File: src/rtl/ddr_init_pkg.sv
package ddr_init_pkg;

  // {cs_n, ras_n, cas_n, we_n}
  typedef enum logic [3:0] {
    CMD_LMR   = 4'b0000,
    CMD_REF   = 4'b0001,
    CMD_PRE   = 4'b0010,
    CMD_NOP   = 4'b0111,
    CMD_DESEL = 4'b1111
  } cmd_e;

  typedef enum logic [1:0] {
    PH_WAIT  = 2'd0,
    PH_ISSUE = 2'd1,
    PH_DONE  = 2'd2
  } phase_e;

  localparam int unsigned DLL_LOCK_GAP = 200;
  localparam int unsigned NUM_STEPS    = 7;
  localparam int unsigned STEP_W       = 3;

  function automatic int unsigned max2(input int unsigned a, input int unsigned b);
    return (a > b) ? a : b;
  endfunction

endpackage

File: src/rtl/ddr_init_timer.sv
module ddr_init_timer #(
  parameter int unsigned CNT_W     = 8,
  parameter int unsigned RESET_VAL = 1
) (
  input  logic             clk,
  input  logic             rst_n,
  input  logic             load_i,
  input  logic [CNT_W-1:0] load_val_i,
  input  logic             dec_i,
  output logic [CNT_W-1:0] cnt_o,
  output logic             zero_o
);

  logic [CNT_W-1:0] cnt_q, cnt_d;

  always_comb begin
    cnt_d = cnt_q;
    if (load_i)     cnt_d = load_val_i;
    else if (dec_i) cnt_d = cnt_q - CNT_W'(1);
  end

  always_ff @(posedge clk or negedge rst_n) begin
    if (!rst_n) cnt_q <= CNT_W'(RESET_VAL);
    else        cnt_q <= cnt_d;
  end

  assign cnt_o  = cnt_q;
  assign zero_o = (cnt_q == '0);

  // the counter is never asked to step below zero
  assert_no_underflow_R2: assert property (@(posedge clk) disable iff (!rst_n)
    (dec_i && !load_i) |-> (cnt_q != '0));

endmodule

File: src/rtl/ddr_init_steps.sv
module ddr_init_steps
  import ddr_init_pkg::*;
#(
  parameter int unsigned ROW_W         = 13,
  parameter int unsigned BANK_W        = 2,
  parameter int unsigned CNT_W         = 8,
  parameter int unsigned AP_BIT        = 10,
  parameter int unsigned DLL_RST_BIT   = 8,
  parameter int unsigned MODE_WORD     = 32'h032,
  parameter int unsigned EXT_MODE_WORD = 32'h000,
  parameter int unsigned T_RP          = 3,
  parameter int unsigned T_RFC         = 10,
  parameter int unsigned T_MRD         = 2
) (
  input  logic [STEP_W-1:0] step_i,
  output cmd_e              cmd_o,
  output logic [BANK_W-1:0] ba_o,
  output logic [ROW_W-1:0]  addr_o,
  output logic [CNT_W-1:0]  gap_o
);

  localparam logic [ROW_W-1:0] AP_MASK  = ROW_W'(1) << AP_BIT;
  localparam logic [ROW_W-1:0] DLL_MASK = ROW_W'(1) << DLL_RST_BIT;
  localparam logic [ROW_W-1:0] MR_BASE  = ROW_W'(MODE_WORD);
  localparam logic [ROW_W-1:0] EMR_WORD = ROW_W'(EXT_MODE_WORD);

  // gap_o carries the idle count minus one, as loaded into the timer
  always_comb begin
    cmd_o  = CMD_NOP;
    ba_o   = '0;
    addr_o = '0;
    gap_o  = '0;
    case (step_i)
      3'd0: begin cmd_o = CMD_PRE; addr_o = AP_MASK;             gap_o = CNT_W'(T_RP - 1);         end
      3'd1: begin cmd_o = CMD_LMR; addr_o = EMR_WORD; ba_o = BANK_W'(1);
                  gap_o = CNT_W'(T_MRD - 1); end
      3'd2: begin cmd_o = CMD_LMR; addr_o = MR_BASE | DLL_MASK;  gap_o = CNT_W'(DLL_LOCK_GAP - 1); end
      3'd3: begin cmd_o = CMD_PRE; addr_o = AP_MASK;             gap_o = CNT_W'(T_RP - 1);         end
      3'd4: begin cmd_o = CMD_REF;                               gap_o = CNT_W'(T_RFC - 1);        end
      3'd5: begin cmd_o = CMD_REF;                               gap_o = CNT_W'(T_RFC - 1);        end
      3'd6: begin cmd_o = CMD_LMR; addr_o = MR_BASE & ~DLL_MASK; gap_o = CNT_W'(T_MRD - 1);        end
      default: ;
    endcase
  end

endmodule

File: src/rtl/ddr_init_seq.sv
module ddr_init_seq
  import ddr_init_pkg::*;
#(
  parameter int unsigned STARTUP_CYCLES = 25_000_000,
  parameter int unsigned CKE_LEAD       = 1000,
  parameter int unsigned T_RP           = 3,
  parameter int unsigned T_RFC          = 10,
  parameter int unsigned T_MRD          = 2,
  parameter int unsigned ROW_W          = 13,
  parameter int unsigned BANK_W         = 2,
  parameter int unsigned AP_BIT         = 10,
  parameter int unsigned DLL_RST_BIT    = 8,
  parameter int unsigned MODE_WORD      = 32'h032,
  parameter int unsigned EXT_MODE_WORD  = 32'h000
) (
  input  logic              clk,
  input  logic              rst_n,
  output logic              cke_o,
  output logic              cs_n_o,
  output logic              ras_n_o,
  output logic              cas_n_o,
  output logic              we_n_o,
  output logic [BANK_W-1:0] ba_o,
  output logic [ROW_W-1:0]  addr_o,
  output logic              init_done_o
);

  localparam int unsigned CNT_MAX = max2(max2(STARTUP_CYCLES, DLL_LOCK_GAP),
                                         max2(max2(T_RP, T_RFC), T_MRD));
  localparam int unsigned CNT_W   = $clog2(CNT_MAX + 1);

  // sequencing state
  phase_e             phase_q, phase_d;
  logic [STEP_W-1:0]  step_q, step_d;

  // timer
  logic [CNT_W-1:0]   tmr_cnt;
  logic               tmr_zero;
  logic               tmr_load, tmr_dec;

  // step decode
  cmd_e               tbl_cmd;
  logic [BANK_W-1:0]  tbl_ba;
  logic [ROW_W-1:0]   tbl_addr;
  logic [CNT_W-1:0]   tbl_gap;

  // registered pins
  cmd_e               cmd_q, cmd_d;
  logic [BANK_W-1:0]  ba_q, ba_d;
  logic [ROW_W-1:0]   addr_q, addr_d;
  logic               cke_q, cke_d;
  logic               done_q, done_d;

  ddr_init_timer #(
    .CNT_W     (CNT_W),
    .RESET_VAL (STARTUP_CYCLES - 1)
  ) timer_i (
    .clk        (clk),
    .rst_n      (rst_n),
    .load_i     (tmr_load),
    .load_val_i (tbl_gap),
    .dec_i      (tmr_dec),
    .cnt_o      (tmr_cnt),
    .zero_o     (tmr_zero)
  );

  ddr_init_steps #(
    .ROW_W         (ROW_W),
    .BANK_W        (BANK_W),
    .CNT_W         (CNT_W),
    .AP_BIT        (AP_BIT),
    .DLL_RST_BIT   (DLL_RST_BIT),
    .MODE_WORD     (MODE_WORD),
    .EXT_MODE_WORD (EXT_MODE_WORD),
    .T_RP          (T_RP),
    .T_RFC         (T_RFC),
    .T_MRD         (T_MRD)
  ) steps_i (
    .step_i (step_q),
    .cmd_o  (tbl_cmd),
    .ba_o   (tbl_ba),
    .addr_o (tbl_addr),
    .gap_o  (tbl_gap)
  );

  assign tmr_load = (phase_q == PH_ISSUE);
  assign tmr_dec  = (phase_q == PH_WAIT) && !tmr_zero;

  // next-state logic
  always_comb begin
    phase_d = phase_q;
    step_d  = step_q;
    case (phase_q)
      PH_WAIT: begin
        if (tmr_zero) begin
          phase_d = (step_q == STEP_W'(NUM_STEPS)) ? PH_DONE : PH_ISSUE;
        end
      end
      PH_ISSUE: begin
        step_d  = step_q + STEP_W'(1);
        phase_d = PH_WAIT;
      end
      PH_DONE: ;
      default: phase_d = PH_WAIT;
    endcase
  end

  always_comb begin
    if (phase_q == PH_ISSUE) begin
      cmd_d  = tbl_cmd;
      ba_d   = tbl_ba;
      addr_d = tbl_addr;
    end else begin
      cmd_d  = CMD_NOP;
      ba_d   = '0;
      addr_d = '0;
    end
    cke_d  = cke_q | (tmr_cnt < CNT_W'(CKE_LEAD));
    done_d = done_q | (phase_q == PH_DONE);
  end

  // registers
  always_ff @(posedge clk or negedge rst_n) begin
    if (!rst_n) begin
      phase_q <= PH_WAIT;
      step_q  <= '0;
    end else begin
      phase_q <= phase_d;
      step_q  <= step_d;
    end
  end

  always_ff @(posedge clk or negedge rst_n) begin
    if (!rst_n) begin
      cmd_q  <= CMD_DESEL;
      ba_q   <= '0;
      addr_q <= '0;
      cke_q  <= 1'b0;
      done_q <= 1'b0;
    end else begin
      cmd_q  <= cmd_d;
      ba_q   <= ba_d;
      addr_q <= addr_d;
      cke_q  <= cke_d;
      done_q <= done_d;
    end
  end

  assign {cs_n_o, ras_n_o, cas_n_o, we_n_o} = cmd_q;
  assign ba_o        = ba_q;
  assign addr_o      = addr_q;
  assign cke_o       = cke_q;
  assign init_done_o = done_q;

  // ---------------- assertions ----------------
  assert_reset_quiet_R1: assert property (@(posedge clk)
    !rst_n |-> (cs_n_o && ras_n_o && cas_n_o && we_n_o && !cke_o && !init_done_o));

  assert_cke_sticky_R3: assert property (@(posedge clk) disable iff (!rst_n)
    cke_o |=> cke_o);

  assert_cke_before_cmd_R3: assert property (@(posedge clk) disable iff (!rst_n)
    (!cs_n_o && !(ras_n_o && cas_n_o && we_n_o)) |-> cke_o);

  assert_pre_all_banks_R4: assert property (@(posedge clk) disable iff (!rst_n)
    (cmd_q == CMD_PRE) |-> addr_o[AP_BIT]);

  assert_cmd_then_nop_R7: assert property (@(posedge clk) disable iff (!rst_n)
    (!cs_n_o && !(ras_n_o && cas_n_o && we_n_o)) |=> (cmd_q == CMD_NOP));

  assert_nop_zero_addr_R2: assert property (@(posedge clk) disable iff (!rst_n)
    (cmd_q == CMD_NOP) |-> (addr_o == '0 && ba_o == '0));

  assert_done_sticky_R9: assert property (@(posedge clk) disable iff (!rst_n)
    init_done_o |=> init_done_o);

  assert_idle_after_done_R9: assert property (@(posedge clk) disable iff (!rst_n)
    init_done_o |-> (cmd_q == CMD_NOP && cke_o));

endmodule

File: config.mk
export PLATFORM = sky130hd
export DESIGN_NAME = ddr_init_seq
export DESIGN_NICKNAME = d
export VERILOG_FILES = /design/src/rtl/ddr_init_pkg.sv /design/src/rtl/ddr_init_timer.sv /design/src/rtl/ddr_init_steps.sv /design/src/rtl/ddr_init_seq.sv
export SDC_FILE = /design/constraint.sdc
export NUM_CORES = 1
export LEC_CHECK = 0
export CAP_MARGIN = 40
export CORE_UTILIZATION = 60
export DETAILED_ROUTE_END_ITERATION = 8
export DONT_BUFFER_PORTS = 1
export PLACE_DENSITY = 0.76
export SLEW_MARGIN = 20
export SYNTH_ARGS = -nofsm -noshare
export SYNTH_HDL_FRONTEND = slang
export SYNTH_SLANG_ARGS = --single-unit
export TNS_END_PERCENT = 10
File: constraint.sdc
create_clock -name clk -period 4.65 [get_ports clk]
set_clock_uncertainty 0.15 [all_clocks]
set_input_delay 0.465 -clock clk [delete_from_list [all_inputs] [get_ports clk]]
set_output_delay 0.465 -clock clk [all_outputs]
set_load 0.02 [all_outputs]
* After elaboration in Yosys (flattened, before gate mapping)
Index checks and enable logic that the tools add are counted.
Cells by class: bitwise logic cells 3, equal/unequal tests 10, reductions and logical operators 11, shifts and indexed selects 0, multiply operators 0, divide/modulo/power cells 0, order comparisons 1, mux-type cells 12, add/sub/neg operators 2
Operators with widths (count):
- 2-to-1 mux 25 bit | 2
- one-hot mux 11 bit (3 select lines) | 1
- one-hot mux 8 bit (4 select lines) | 1
- logical NOT 25 bit | 1
- less-than comparator 25 x 10 -> 1 bit (second input constant) | 1
- subtractor 25 x 1 -> 25 bit (second input constant) | 1
- 2-to-1 mux 13 bit | 1
- equality test 3 bit (second input constant) | 4
- one-hot mux 3 bit (3 select lines) | 1
- equality test 3 x 2 -> 1 bit (second input constant) | 2
- 2-to-1 mux 2 bit | 3
- OR reduction 2 bit | 3
- 2-to-1 mux 4 bit | 1
- one-hot mux 2 bit (2 select lines) | 1
- adder 3 x 1 -> 3 bit (second input constant) | 1
- equality test 3 x 1 -> 1 bit (second input constant) | 1
- logical NOT 3 bit | 1
- OR reduction 3 bit | 1
- equality test 2 x 1 -> 1 bit (second input constant) | 1
- equality test 2 bit (second input constant) | 1
- logical NOT 2 bit | 1
- != test 2 bit (second input constant) | 1
- bitwise OR 1 bit | 2
- AND reduction 2 bit | 1
- other kinds (5) | 5
Storage, ports and cells: bits in read-only memories 0, memories kept 0, output and inout port bits 21, bits in latches 0, register bits after elaboration 51, bits in writable memories 0, input bits 2

* Logic depth before layout (Yosys ltp)
Gate-level depths: netlist of the first run.
word-level depth 5, depth in mapped cells 7, depth with buffers taken out 7

* Hierarchy
From an unflattened synthesis of the first run, not the netlist that was laid out.
Unflattened totals: cell total of the unflattened synthesis 274, area total of the unflattened synthesis 2757.6 um2
By module, submodules not included:
- ddr_init_timer | cells each 157, instances 1, area an instance 1461.4 um2, seq. area each 646.9 um2
- ddr_init_seq | cells each 68, instances 1, area an instance 949.7 um2, seq. area each 655.6 um2
- ddr_init_steps | cells each 49, instances 1, area an instance 346.6 um2, seq. area each 0.0 um2

* Worst setup path after synthesis of the first run
OpenSTA, ideal clock, no wires.
path type register -> register, start point register timer_i.cnt_q[3], in the netlist timer_i.cnt_o[3], end point register timer_i.cnt_q[14], in the netlist timer_i.cnt_o[14], cell stages (with the launch flop) 8, data arrival time 2148 ps, library setup time 92 ps, setup slack 2259 ps, cells stage by stage dfstp_2 buf_6 or4_4 or4_1 buf_2 or3_1 o31ai_1 a21oi_1
On the way: word-level cells in the longest chain between the ends 4, elaborated cells between the ends (all ways) 7, classes of those cells add/sub (1); mux (2); reduce/logical (4)
Ends and longest elaborated chain:
- start: declaration | RTL line ddr_init_timer.sv:14 | logic [CNT_W-1:0] cnt_q, cnt_d;
- start signal: assignment | RTL line ddr_init_timer.sv:23 | if (!rst_n) cnt_q <= CNT_W'(RESET_VAL);
- start signal: assignment | RTL line ddr_init_timer.sv:24 | else cnt_q <= cnt_d;
- branches (longest 4 deep; another with subtractor 25 x 1 -> 25 bit)
Several ways; the timed one is not identified. The select of a mux whose other input is x is not followed. A chain may end at the register's enable or synchronous reset.

* Final worst setup path of the first run
start point register timer_i.cnt_q[6], in the netlist timer_i.cnt_o[6], end point register timer_i.cnt_q[14], in the netlist timer_i.cnt_o[14]
The elaborated chain is that of the path after synthesis.

==> results.sh, run 1 <==
export IMPL_yosysWarnings=0
export IMPL_worst_slack_ns=2.02
export IMPL_drc=0
export IMPL_synth_cell_types=49
export IMPL_synth_simple_area_share=0.194
export IMPL_antenna_found_initial=0
export IMPL_synth_top_family_by_area="simple AND/OR/NAND/NOR gates"
export IMPL_cts_sinks=40
export IMPL_worst_pin_slew_ns=0.703
export IMPL_cp_start_kind="flop"
export IMPL_numPortBuffers=0
export IMPL_wl_mm=4.65
export IMPL_via_count=1681
export IMPL_crit_type="flop to flop"
export IMPL_cp_required_ns=4.79
export IMPL_fin_tns_setup_ns=0
export IMPL_firstDrtPassIters=4
export IMPL_cts_tree="yes"
export IMPL_postCtsSetupBuffers=0
export IMPL_p_leak_nw=1.01
export IMPL_setup_viol=0
export IMPL_htreeDepth=2
export IMPL_path_clk_slew_ns=0.12
export IMPL_place_area_um2=2150
export IMPL_rows=21
export IMPL_start_util=0.641
export IMPL_io_pins=23
export IMPL_synth_xor_area_frac=0.0161
export IMPL_maxCapViolations=0
export IMPL_power_density_nw_per_um2=265
export IMPL_gp_congestion=0.904
export IMPL_vdd_ir_drop_max_mv=0.159
export IMPL_synth_edff_count=0
export IMPL_status="finished clean"
export IMPL_synth_compound_area_frac=0.175
export IMPL_fin_area_um2=2260
export IMPL_slew_headroom=0.527
export IMPL_crit_path_end_kind="flop"
export IMPL_hold_class="flop to flop"
export IMPL_die_area_um2=3860
export IMPL_synth_seq_area_share=0.473
export IMPL_synth_cell_area_um2=2170
export IMPL_cp_max_fo=8
export IMPL_cts_buffer_depth=2
export IMPL_fp_dieH_um=62.2
export IMPL_grt_setup_unrepaired="false"
export IMPL_crit_arrival_ns=2.76
export IMPL_grt_pass1_vias=1697
export IMPL_async_reset_ff_frac=1.00
export IMPL_synth_cells=217
export IMPL_grt_use_total=0.269
export IMPL_fin_nets=227
export IMPL_drive_gt1_frac=0.174
export IMPL_ys_ff_latch=40
export IMPL_critical_path_cell_chain="or4_4 -> or4_1 -> or3_1 -> o31ai_1 -> a21oi_1"
export IMPL_crit_path_max_incr_delay_ns=0.66
export IMPL_die_w_um=62.2
export IMPL_cts_buffers=5
export IMPL_slew_violations=0
export IMPL_multi_input_area_um2=1020
export IMPL_post_drt_wl_per_cell_um=17.6
export IMPL_ff_latch_area_um2=1030
export IMPL_whs_path_depth=2
export IMPL_max_freq_ghz=0.381
export IMPL_reg2reg_depth=5
export IMPL_grt_overflow=0
export IMPL_timing_final_crit_share=0.565
export IMPL_vias_per_cell=6.37
export IMPL_crit_path_top_delay_cell="or4_1"
export IMPL_min_period_ns=2.63
export IMPL_synth_fa_ha_area_frac=0.0461
export IMPL_drt_iter0_markers=126
export IMPL_grt_max_degree=41
export IMPL_avgSynthCellArea_um2=10.0
export IMPL_place_ws_ns=2.07
export IMPL_total_power_uw=598
export IMPL_diodes=0
export IMPL_ys_flop_type="dfstp_2"
export IMPL_grt_pass1_wl_mm=8.00
export IMPL_place_hpwl_mm=3.26
export IMPL_synthMuxAreaShare=0.0230
export IMPL_coreArea_um2=3390
export IMPL_hold_viol_final=0
export IMPL_root_buffer="clkbuf_4"
export IMPL_n_fill_cell=268
export IMPL_area_growth_syn_to_layout_pct=4.03
export IMPL_insertion_delay_ns=0.36
export IMPL_ant_nets=0
-- logic make-up after synthesis --
family / after synthesis
xor gates and xnor gates: 4
buffers and inverters: 28
muxes: 5
DFF: 40
AOI/OAI and AO/OA: 52
other: 1
and+or+nand+nor: 79
adders and majority gates: 8
-- area by class of cell --
class / count / area share
Clock inverter: 3 / 0.0188
Timing Repair Buffer: 3 / 0.0166
Tap cell: 46 / 0.0255
Inverter: 9 / 0.0150
Sequential cell: 40 / 0.455
Clock buffer: 5 / 0.0166
Multi-Input combinational cell: 158 / 0.453
-- sequential cells by signal, summed over array words and instances (netlist names) --
| signal | flops |
|---|---|
| cmd_q | 4 |
| addr_o | 3 |
| step_q | 3 |
| cke_o | 1 |
| timer_i.cnt_o | 25 |
| ba_o | 1 |
| init_done_o | 1 |
| phase_q | 2 |
-- worst max-delay path: cells and delay by family, from the launching register on --
family	cells	cell delay, ns
flip-flops	1	0.42
AND/OR/NAND/NOR	3	1.59
AO/OA/AOI/OAI	2	0.40
-- cells in the final DEF, fill, tap and decap left out, types with 2 or more instances in the layout --
master	count
nor3_1	10
xnor2_1	2
xor2_1	2
ha_1	8
dfstp_2	21
or2_2	3
a21oi_1	6
nor2b_1	2
a21o_1	3
o21ai_0	11
nand4_1	3
mux2i_1	5
and3_1	3
or3_1	6
nand2_1	17
nand3_1	8
nor2_1	12
dfrtp_1	19
or4_1	5
o311ai_0	8
o22a_1	2
clkbuf_4	5
nor4_1	3
o41ai_1	5
o211ai_1	5
inv_1	8
conb_1	10
o31ai_1	2
-- Yosys cell counts (2+ instances only) --
cell | n | area [um2]
buf_4 | 11 | 82.6
nor3_1 | 10 | 50.1
o21ai_0 | 11 | 55.1
nor2b_1 | 2 | 12.5
dfrtp_1 | 19 | 475
inv_1 | 8 | 30.0
ha_1 | 8 | 100
nor2_1 | 12 | 45.0
xnor2_1 | 2 | 17.5
o211ai_1 | 5 | 37.5
dfstp_2 | 21 | 552
o41ai_1 | 5 | 43.8
a21oi_1 | 6 | 30.0
or3_1 | 6 | 37.5
mux2i_1 | 5 | 50.1
nand4_1 | 3 | 18.8
o311ai_0 | 8 | 70.1
a21o_1 | 3 | 22.5
or2_2 | 3 | 18.8
nand3_1 | 8 | 40.0
o31ai_1 | 2 | 15.0
or4_1 | 5 | 37.5
and3_1 | 3 | 18.8
clkbuf_1 | 6 | 22.5
nand2_1 | 17 | 63.8
xor2_1 | 2 | 17.5
nor4_1 | 3 | 18.8
o22a_1 | 2 | 17.5
-- final timing paths --
| kind | start | to | slack (ns) |
|---|---|---|---|
| min | timer_i.cnt_o[18] | timer_i.cnt_o[18] | 0.35 |
| max reg2reg | timer_i.cnt_o[6] | timer_i.cnt_o[14] | 2.02 |
| min reg2reg | timer_i.cnt_o[18] | timer_i.cnt_o[18] | 0.35 |
| min in group asynchronous | rst_n | addr_o[5] | 0.39 |
| max in group asynchronous | rst_n | cmd_q[0] | 3.69 |
| max | timer_i.cnt_o[6] | timer_i.cnt_o[14] | 2.02 |
-- metal layers --
layer,vias up,share of wire,GRT usage
met5,-,0,0
met4,0,0.017,0.102
met3,11,0.031,0.0570
met2,39,0.50,0.435
met1,844,0.46,0.354
li1,787,-,-
-- where the power goes --
| group | internal, mW | switching, mW | total (mW) |
|---|---|---|---|
| Combinational | 0.00230 | 0.0131 | 0.0154 |
| Clock | 0.112 | 0.120 | 0.232 |
| Sequential | 0.350 | 0.000708 | 0.350 |
| Total | 0.464 | 0.134 | 0.598 |
-- through the flow --
step	hold slack (ns)	cells	util
after detailed placement	0.0202	254	0.634
after floorplan	0.0194	226	-
after CTS	0.352	264	0.667
final	0.348	264	0.667
after global routing	0.378	264	0.667
after global placement	0.0201	254	0.634
-- timing repair --
action	in CTS	in global routing
resized for setup	0	0
hold endpoints to repair	40	0
hold buffers	2	0
Power figures use the tool's default switching activity.
==> run 2, diff against run 1 <==
==> constraint.sdc (replaced) <==
create_clock -name clk -period 2.6 [get_ports clk]
set_clock_uncertainty 0.15 [all_clocks]
set_input_delay 0.26 -clock clk [delete_from_list [all_inputs] [get_ports clk]]
set_output_delay 0.26 -clock clk [all_outputs]
set_load 0.02 [all_outputs]
==> run 2 against run 1 <==
Effect of this change:
- cell count increased by 3.8%
- combinational power is 80% higher
- wire length is 4.5% higher
- first-iteration DRC count increased by 26%
- clock-buffer cell count is the same
- critical endpoint is now timer_i.cnt_o[8]
- cell area grew 2.5%
- sequential power up 79%
- critical path depth unchanged
- maximum frequency rose by 4.4%
- global-route usage up 0.52 points
- power is 60% higher
- critical path type unchanged
- setup slack worse by 1.9 ns
==> results.sh, run 2 (same netlist as run 1, synthesis figures left out) <==
export IMPL_finish_utilization=0.683
export IMPL_internal_power_uw=728
export IMPL_hold_viol_final=0
export IMPL_fin_nets=238
export IMPL_fin_tns_setup_ns=0
export IMPL_cts_buffer_depth=2
export IMPL_slew_headroom=0.605
export IMPL_grt_pass1_wl_mm=8.25
export IMPL_cts_tree="yes"
export IMPL_postCtsSetupBuffers=0
export IMPL_antenna_found_initial=0
export IMPL_grt_overflow=0
export IMPL_wl_mm=4.86
export IMPL_slew_violations=0
export IMPL_place_hpwl_mm=3.35
export IMPL_largest_register_ffs=25
export IMPL_diodes=0
export IMPL_p_leak_nw=1.04
export IMPL_io_pins=23
export IMPL_maxCapViolations=0
export IMPL_crit_type="flop to flop"
export IMPL_grt_use_total=0.274
export IMPL_grt_max_degree=41
export IMPL_coreArea_um2=3390
export IMPL_power_switching_uw=230
export IMPL_via_count=1778
export IMPL_cp_max_fo=9
export IMPL_htreeDepth=2
export IMPL_cp_top_family="simple AND/OR/NAND/NOR gates"
export IMPL_reg2reg_depth=5
export IMPL_vias_per_cell=6.49
export IMPL_crit_path_max_incr_delay_ns=0.57
export IMPL_reg2reg_to="timer_i.cnt_o[8]"
export IMPL_met1_usage=0.371
export IMPL_busiest_layer="met2"
export IMPL_numPortBuffers=0
export IMPL_drive_gt1_frac=0.215
export IMPL_cts_buffers=5
export IMPL_min_period_ns=2.52
export IMPL_vdd_ir_drop_max_mv=0.277
export IMPL_use_met3=0.0662
export IMPL_die_w_um=62.2
export IMPL_critical_path_cell_chain="or4_4 -> or4_4 -> nor2_2 -> or4_1 -> mux2i_1"
export IMPL_use_met2=0.430
export IMPL_firstDrtPassIters=5
export IMPL_layout_commonest_cell="dfstp_2"
export IMPL_area_growth_syn_to_layout_pct=6.62
export IMPL_setup_worst_path_start="timer_i.cnt_o[5]"
export IMPL_path_clk_slew_ns=0.12
export IMPL_cp_required_ns=2.73
export IMPL_grt_pass1_vias=1707
export IMPL_place_ws_ns=0.0851
export IMPL_rows=21
export IMPL_path_common_cell="or4_4"
export IMPL_crit_path_end_kind="flop"
export IMPL_drt_iter0_markers=159
export IMPL_power_density_nw_per_um2=414
export IMPL_max_freq_ghz=0.397
export IMPL_hold_slack_ns=0.207
export IMPL_seqPwrFrac=0.654
export IMPL_crit_arrival_ns=2.64
export IMPL_grt_setup_unrepaired="true"
export IMPL_fp_dieH_um=62.2
export IMPL_cp_start_kind="flop"
export IMPL_drc=0
export IMPL_clkPwrFrac=0.317
export IMPL_insertion_delay_ns=0.35
export IMPL_worst_pin_slew_ns=0.591
export IMPL_crit_path_top_delay_cell="or4_4"
export IMPL_post_drt_wl_per_cell_um=17.7
export IMPL_setup_viol=0
export IMPL_die_area_um2=3860
export IMPL_gp_congestion=0.933
export IMPL_ant_nets=0
export IMPL_reg2reg_slack_ns=0.08
export IMPL_worst_slack_ns=0.0843
export IMPL_hold_class="input port to async pin"
export IMPL_start_util=0.641
export IMPL_status="finished clean"
export IMPL_total_power_uw=958
export IMPL_cts_sinks=40
export IMPL_layout_common_cells="dfstp_2 (21), dfrtp_1 (19), nand2_1 (17), nor2_1 (12), buf_4 (12)"
export IMPL_root_buffer="clkbuf_4"
export IMPL_p_comb_frac=0.029
export IMPL_switching_share=0.240
export IMPL_critPathBufInv=0
export IMPL_timing_final_crit_share=0.968
export IMPL_r2r_start="timer_i.cnt_o[5]"
[run 2: cell types whose count changed in the layout (fill, tap and decap cells not counted)]
cell / delta
or4_1: -1
or4_4: +1
buf_4: +11
bufinv_16: -1
[run 2: power groups by stage]
stage	clock network, mW	logic (mW)	registers (mW)
after floorplan	0	0.0218	0.637
after global placement	0	0.0114	0.637
after detailed placement	0	0.0114	0.637
after CTS	0.308	0.0282	0.627
after global routing	0.338	0.0316	0.627
final	0.304	0.0277	0.627
[run 2: how the worst max path moves through the flow]
stage                                    to  slack (ns)  depth (start not counted)
after detailed placement   timer_i.cnt_o[8]        0.09                          5
after global routing       timer_i.cnt_o[8]       -0.01                          7
after global placement    timer_i.cnt_o[14]        0.06                          5
after floorplan           timer_i.cnt_o[14]        0.21                          7
after CTS                  timer_i.cnt_o[8]        0.03                          5
final                      timer_i.cnt_o[8]        0.08                          5
[run 2: repair_timing]
action,CTS,global route
endpoints found under the hold margin,40,0
hold buffers,2,0
setup endpoints to repair,0,3
gates resized for setup,0,1
[run 2: cell type report]
| class | instances | area [um2] |
|---|---|---|
| repair buffers | 14 | 120 |
| well taps | 46 | 57.6 |
| multi-input cells | 158 | 1030 |
| clock inverters | 2 | 12.5 |
| fillers | 268 | 1070 |
| inverters | 9 | 33.8 |
| clock buffers | 5 | 37.5 |
| flip-flops and latches | 40 | 1030 |
[run 2: metal layers]
layer	routed length, um	up-vias	part of all wire
li1	-	805	-
met1	2120	868	0.44
met2	2280	90	0.47
met3	368	15	0.076
met4	87	0	0.018
met5	0	-	0
[run 2: through the flow]
stage	instance area, um2	std cells
2_1_floorplan	2210	226
3_3_place_gp	2230	265
3_5_place_dp	2230	265
4_1_cts	2310	274
5_1_grt	2320	274
6_report	2320	274
==> run 3, diff against run 2 <==
--- a/config.mk
+++ b/config.mk
@@ -5,13 +5,15 @@
 export SDC_FILE = /design/constraint.sdc
 export NUM_CORES = 1
 export LEC_CHECK = 0
+export BUFFER_PORTS_ARGS = -buffer_cell sky130_fd_sc_hd__buf_4
 export CAP_MARGIN = 40
 export CORE_UTILIZATION = 60
 export DETAILED_ROUTE_END_ITERATION = 8
-export DONT_BUFFER_PORTS = 1
-export PLACE_DENSITY = 0.76
+export GPL_ROUTABILITY_DRIVEN = 0
+export PLACE_DENSITY = 0.8
 export SLEW_MARGIN = 20
 export SYNTH_ARGS = -nofsm -noshare
 export SYNTH_HDL_FRONTEND = slang
+export SYNTH_HIERARCHICAL = 1
 export SYNTH_SLANG_ARGS = --single-unit
 export TNS_END_PERCENT = 10
==> run 3 against run 2 <==
Effect of this change:
- the flow now finishes with violations (setup timing)
- sequential share of layout area fell by 2.6 points
- non-clock buffer count is 36 higher
- via count is 12% higher
- synthesized cell count up 26%
- first-iteration DRC count shrank 43%
- critical path type unchanged
- wire length up 3.4%
- critical endpoint is now timer_i/cnt_o[14]
- worst hold slack gained 0.13 ns
- power rose by 34%
- critical path depth increased by 4
==> results.sh, run 3 <==
export IMPL_status="complete, but fails checks"
export IMPL_violations="setup timing"
export IMPL_yosys_top_cells_count="buf_4 (34), dfrtp_1 (30), dfstp_2 (21), nand2_1 (21), and2_1 (17)"
export IMPL_place_hpwl_mm=3.43
export IMPL_ys_top_cells_by_area="dfrtp_1 (27%), dfstp_2 (20%), buf_4 (9.3%), and2_1 (3.9%), or4_1 (3.0%)"
export IMPL_p_leak_nw=1.34
export IMPL_drive_gt1_frac=0.310
export IMPL_avgSynthCellArea_um2=10.1
export IMPL_post_place_cells=357
export IMPL_root_buffer="clkbuf_8"
export IMPL_largest_register_ffs=25
export IMPL_reg2reg_slack_ns=-0.11
export IMPL_setup_viol=12
export IMPL_synth_cell_area_um2=2760
export IMPL_cp_required_ns=2.67
export IMPL_hold_class="flop to flop"
export IMPL_slew_violations=0
export IMPL_place_ws_ns=-0.0516
export IMPL_fp_dieH_um=69.8
export IMPL_layout_common_cells="buf_4 (48), dfrtp_1 (30), conb_1 (29), dfstp_2 (21), nand2_1 (21)"
export IMPL_die_area_um2=4870
export IMPL_power_density_nw_per_um2=411
export IMPL_area_growth_syn_to_layout_pct=13.1
export IMPL_worst_pin_slew_ns=0.620
export IMPL_ys_flop_type="dfrtp_1"
export IMPL_cp_max_fo=13
export IMPL_crit_path_end_kind="flop"
export IMPL_io_pins=23
export IMPL_vdd_ir_drop_max_mv=0.302
export IMPL_synth_cells=274
export IMPL_min_period_ns=2.71
export IMPL_maxCapViolations=0
export IMPL_yosysWarnings=6
export IMPL_via_count=1989
export IMPL_synth_cell_types=43
export IMPL_antenna_found_initial=0
export IMPL_fin_nets=321
export IMPL_rows=24
export IMPL_stdcell_count=368
export IMPL_grt_pass1_wl_mm=8.43
export IMPL_path_clk_slew_ns=0.09
export IMPL_timing_final_crit_share=1.04
export IMPL_grt_overflow=0
export IMPL_ys_ff_latch=51
export IMPL_worst_slack_ns=-0.110
export IMPL_cts_buffer_depth=2
export IMPL_coreArea_um2=4380
export IMPL_async_reset_ff_frac=1.00
export IMPL_grt_pass1_vias=1903
export IMPL_slew_headroom=0.587
export IMPL_max_freq_ghz=0.369
export IMPL_hold_viol_final=0
export IMPL_start_util=0.629
export IMPL_cts_tree="yes"
export IMPL_n_fill_cell=333
export IMPL_htreeDepth=2
export IMPL_cts_sinks=51
export IMPL_crit_arrival_ns=2.78
export IMPL_grt_max_degree=52
export IMPL_firstDrtPassIters=4
export IMPL_synth_seq_area_share=0.472
export IMPL_drt_iter0_markers=90
export IMPL_cts_buffers=5
export IMPL_yosysTopAreaCell="dfrtp_1"
export IMPL_vias_per_cell=5.40
export IMPL_numPortBuffers=22
export IMPL_drc=0
export IMPL_insertion_delay_ns=0.30
export IMPL_diodes=0
export IMPL_cp_start_kind="flop"
export IMPL_ant_nets=0
export IMPL_layout_commonest_cell="buf_4"
export IMPL_finish_utilization=0.711
export IMPL_synth_edff_count=0
export IMPL_synth_most_common_cell="buf_4"
export IMPL_wl_mm=5.02
export IMPL_die_w_um=69.8
export IMPL_post_drt_wl_per_cell_um=13.6
export IMPL_grt_setup_unrepaired="true"
export IMPL_synth_top_cell_area_share=0.272
export IMPL_grt_use_total=0.217
export IMPL_crit_type="flop to flop"
-- run 3: logic make-up after synthesis --
family	after synthesis	share of synthesized area
other	1	0.00136
AO/OA/AOI/OAI	39	0.0876
AND/OR/NAND/NOR	115	0.247
buffers and inverters	49	0.122
flip-flops	51	0.472
multiplexers	2	0.0109
adder cells (fa/ha/maj)	4	0.0181
XOR/XNOR	13	0.0413
-- run 3: where the power goes --
| part | leakage, nW | switching [mW] | internal (mW) |
|---|---|---|---|
| combinational | 0.689 | 0.0242 | 0.00943 |
| sequential | 0.609 | 0.00515 | 0.803 |
| clock | 0.0412 | 0.251 | 0.189 |
-- run 3: final cells by class --
class                      instances  area (um2)  area share
clock buffer                       6        72.6      0.0233
clock inverter                     2        12.5     0.00401
inverter                           5        18.8     0.00602
multi-input combinational        202        1270       0.406
sequential                        51        1300       0.418
tap                               52        65.1      0.0209
timing repair buffer              50         382       0.122
-- run 3: final timing paths --
kind / start / to / cells after the start
min: init_done_o / init_done_o / 1
max reg2reg: timer_i/cnt_o[0] / timer_i/cnt_o[14] / 9
max: timer_i/cnt_o[0] / timer_i/cnt_o[14] / 9
min reg2reg: init_done_o / init_done_o / 1
min in group asynchronous: rst_n / timer_i/cnt_o[10] / 2
max in group asynchronous: rst_n / cke_o / 2
-- run 3: timing repair --
action	in CTS	in global routing
buffers inserted	0	2
hold buffers	1	0
gates resized for setup	2	3
setup endpoints to repair	11	18
pin swaps	1	6
hold endpoints to repair	30	0
-- run 3: through the flow --
stage,power [mW],hold slack [ns],instance area (um2),setup TNS (ns)
floorplan,0.863,-0.186,2890,-1.63
global placement,0.854,0.168,3000,0
detailed placement,0.855,0.170,3000,-0.254
CTS,1.30,0.338,3100,-0.574
global route,1.33,0.364,3120,-2.29
finish,1.28,0.335,3120,-0.674
-- run 3: worst max-delay path, stage by stage (launching register included) --
cell       delay [ns]
dfstp_2          0.55
inv_1            0.06
ha_1             0.19
nand4b_1         0.15
nor3_4           0.07
nor3_4           0.15
nand4bb_1        0.17
or4_4            0.53
or4_4            0.43
a31oi_1          0.19
-- run 3: routing by layer --
metal | part of all wire | global-route usage
met5 | 0 | 0
met4 | 0.0094 | 0.0844
met3 | 0.028 | 0.0523
met2 | 0.52 | 0.370
met1 | 0.44 | 0.266
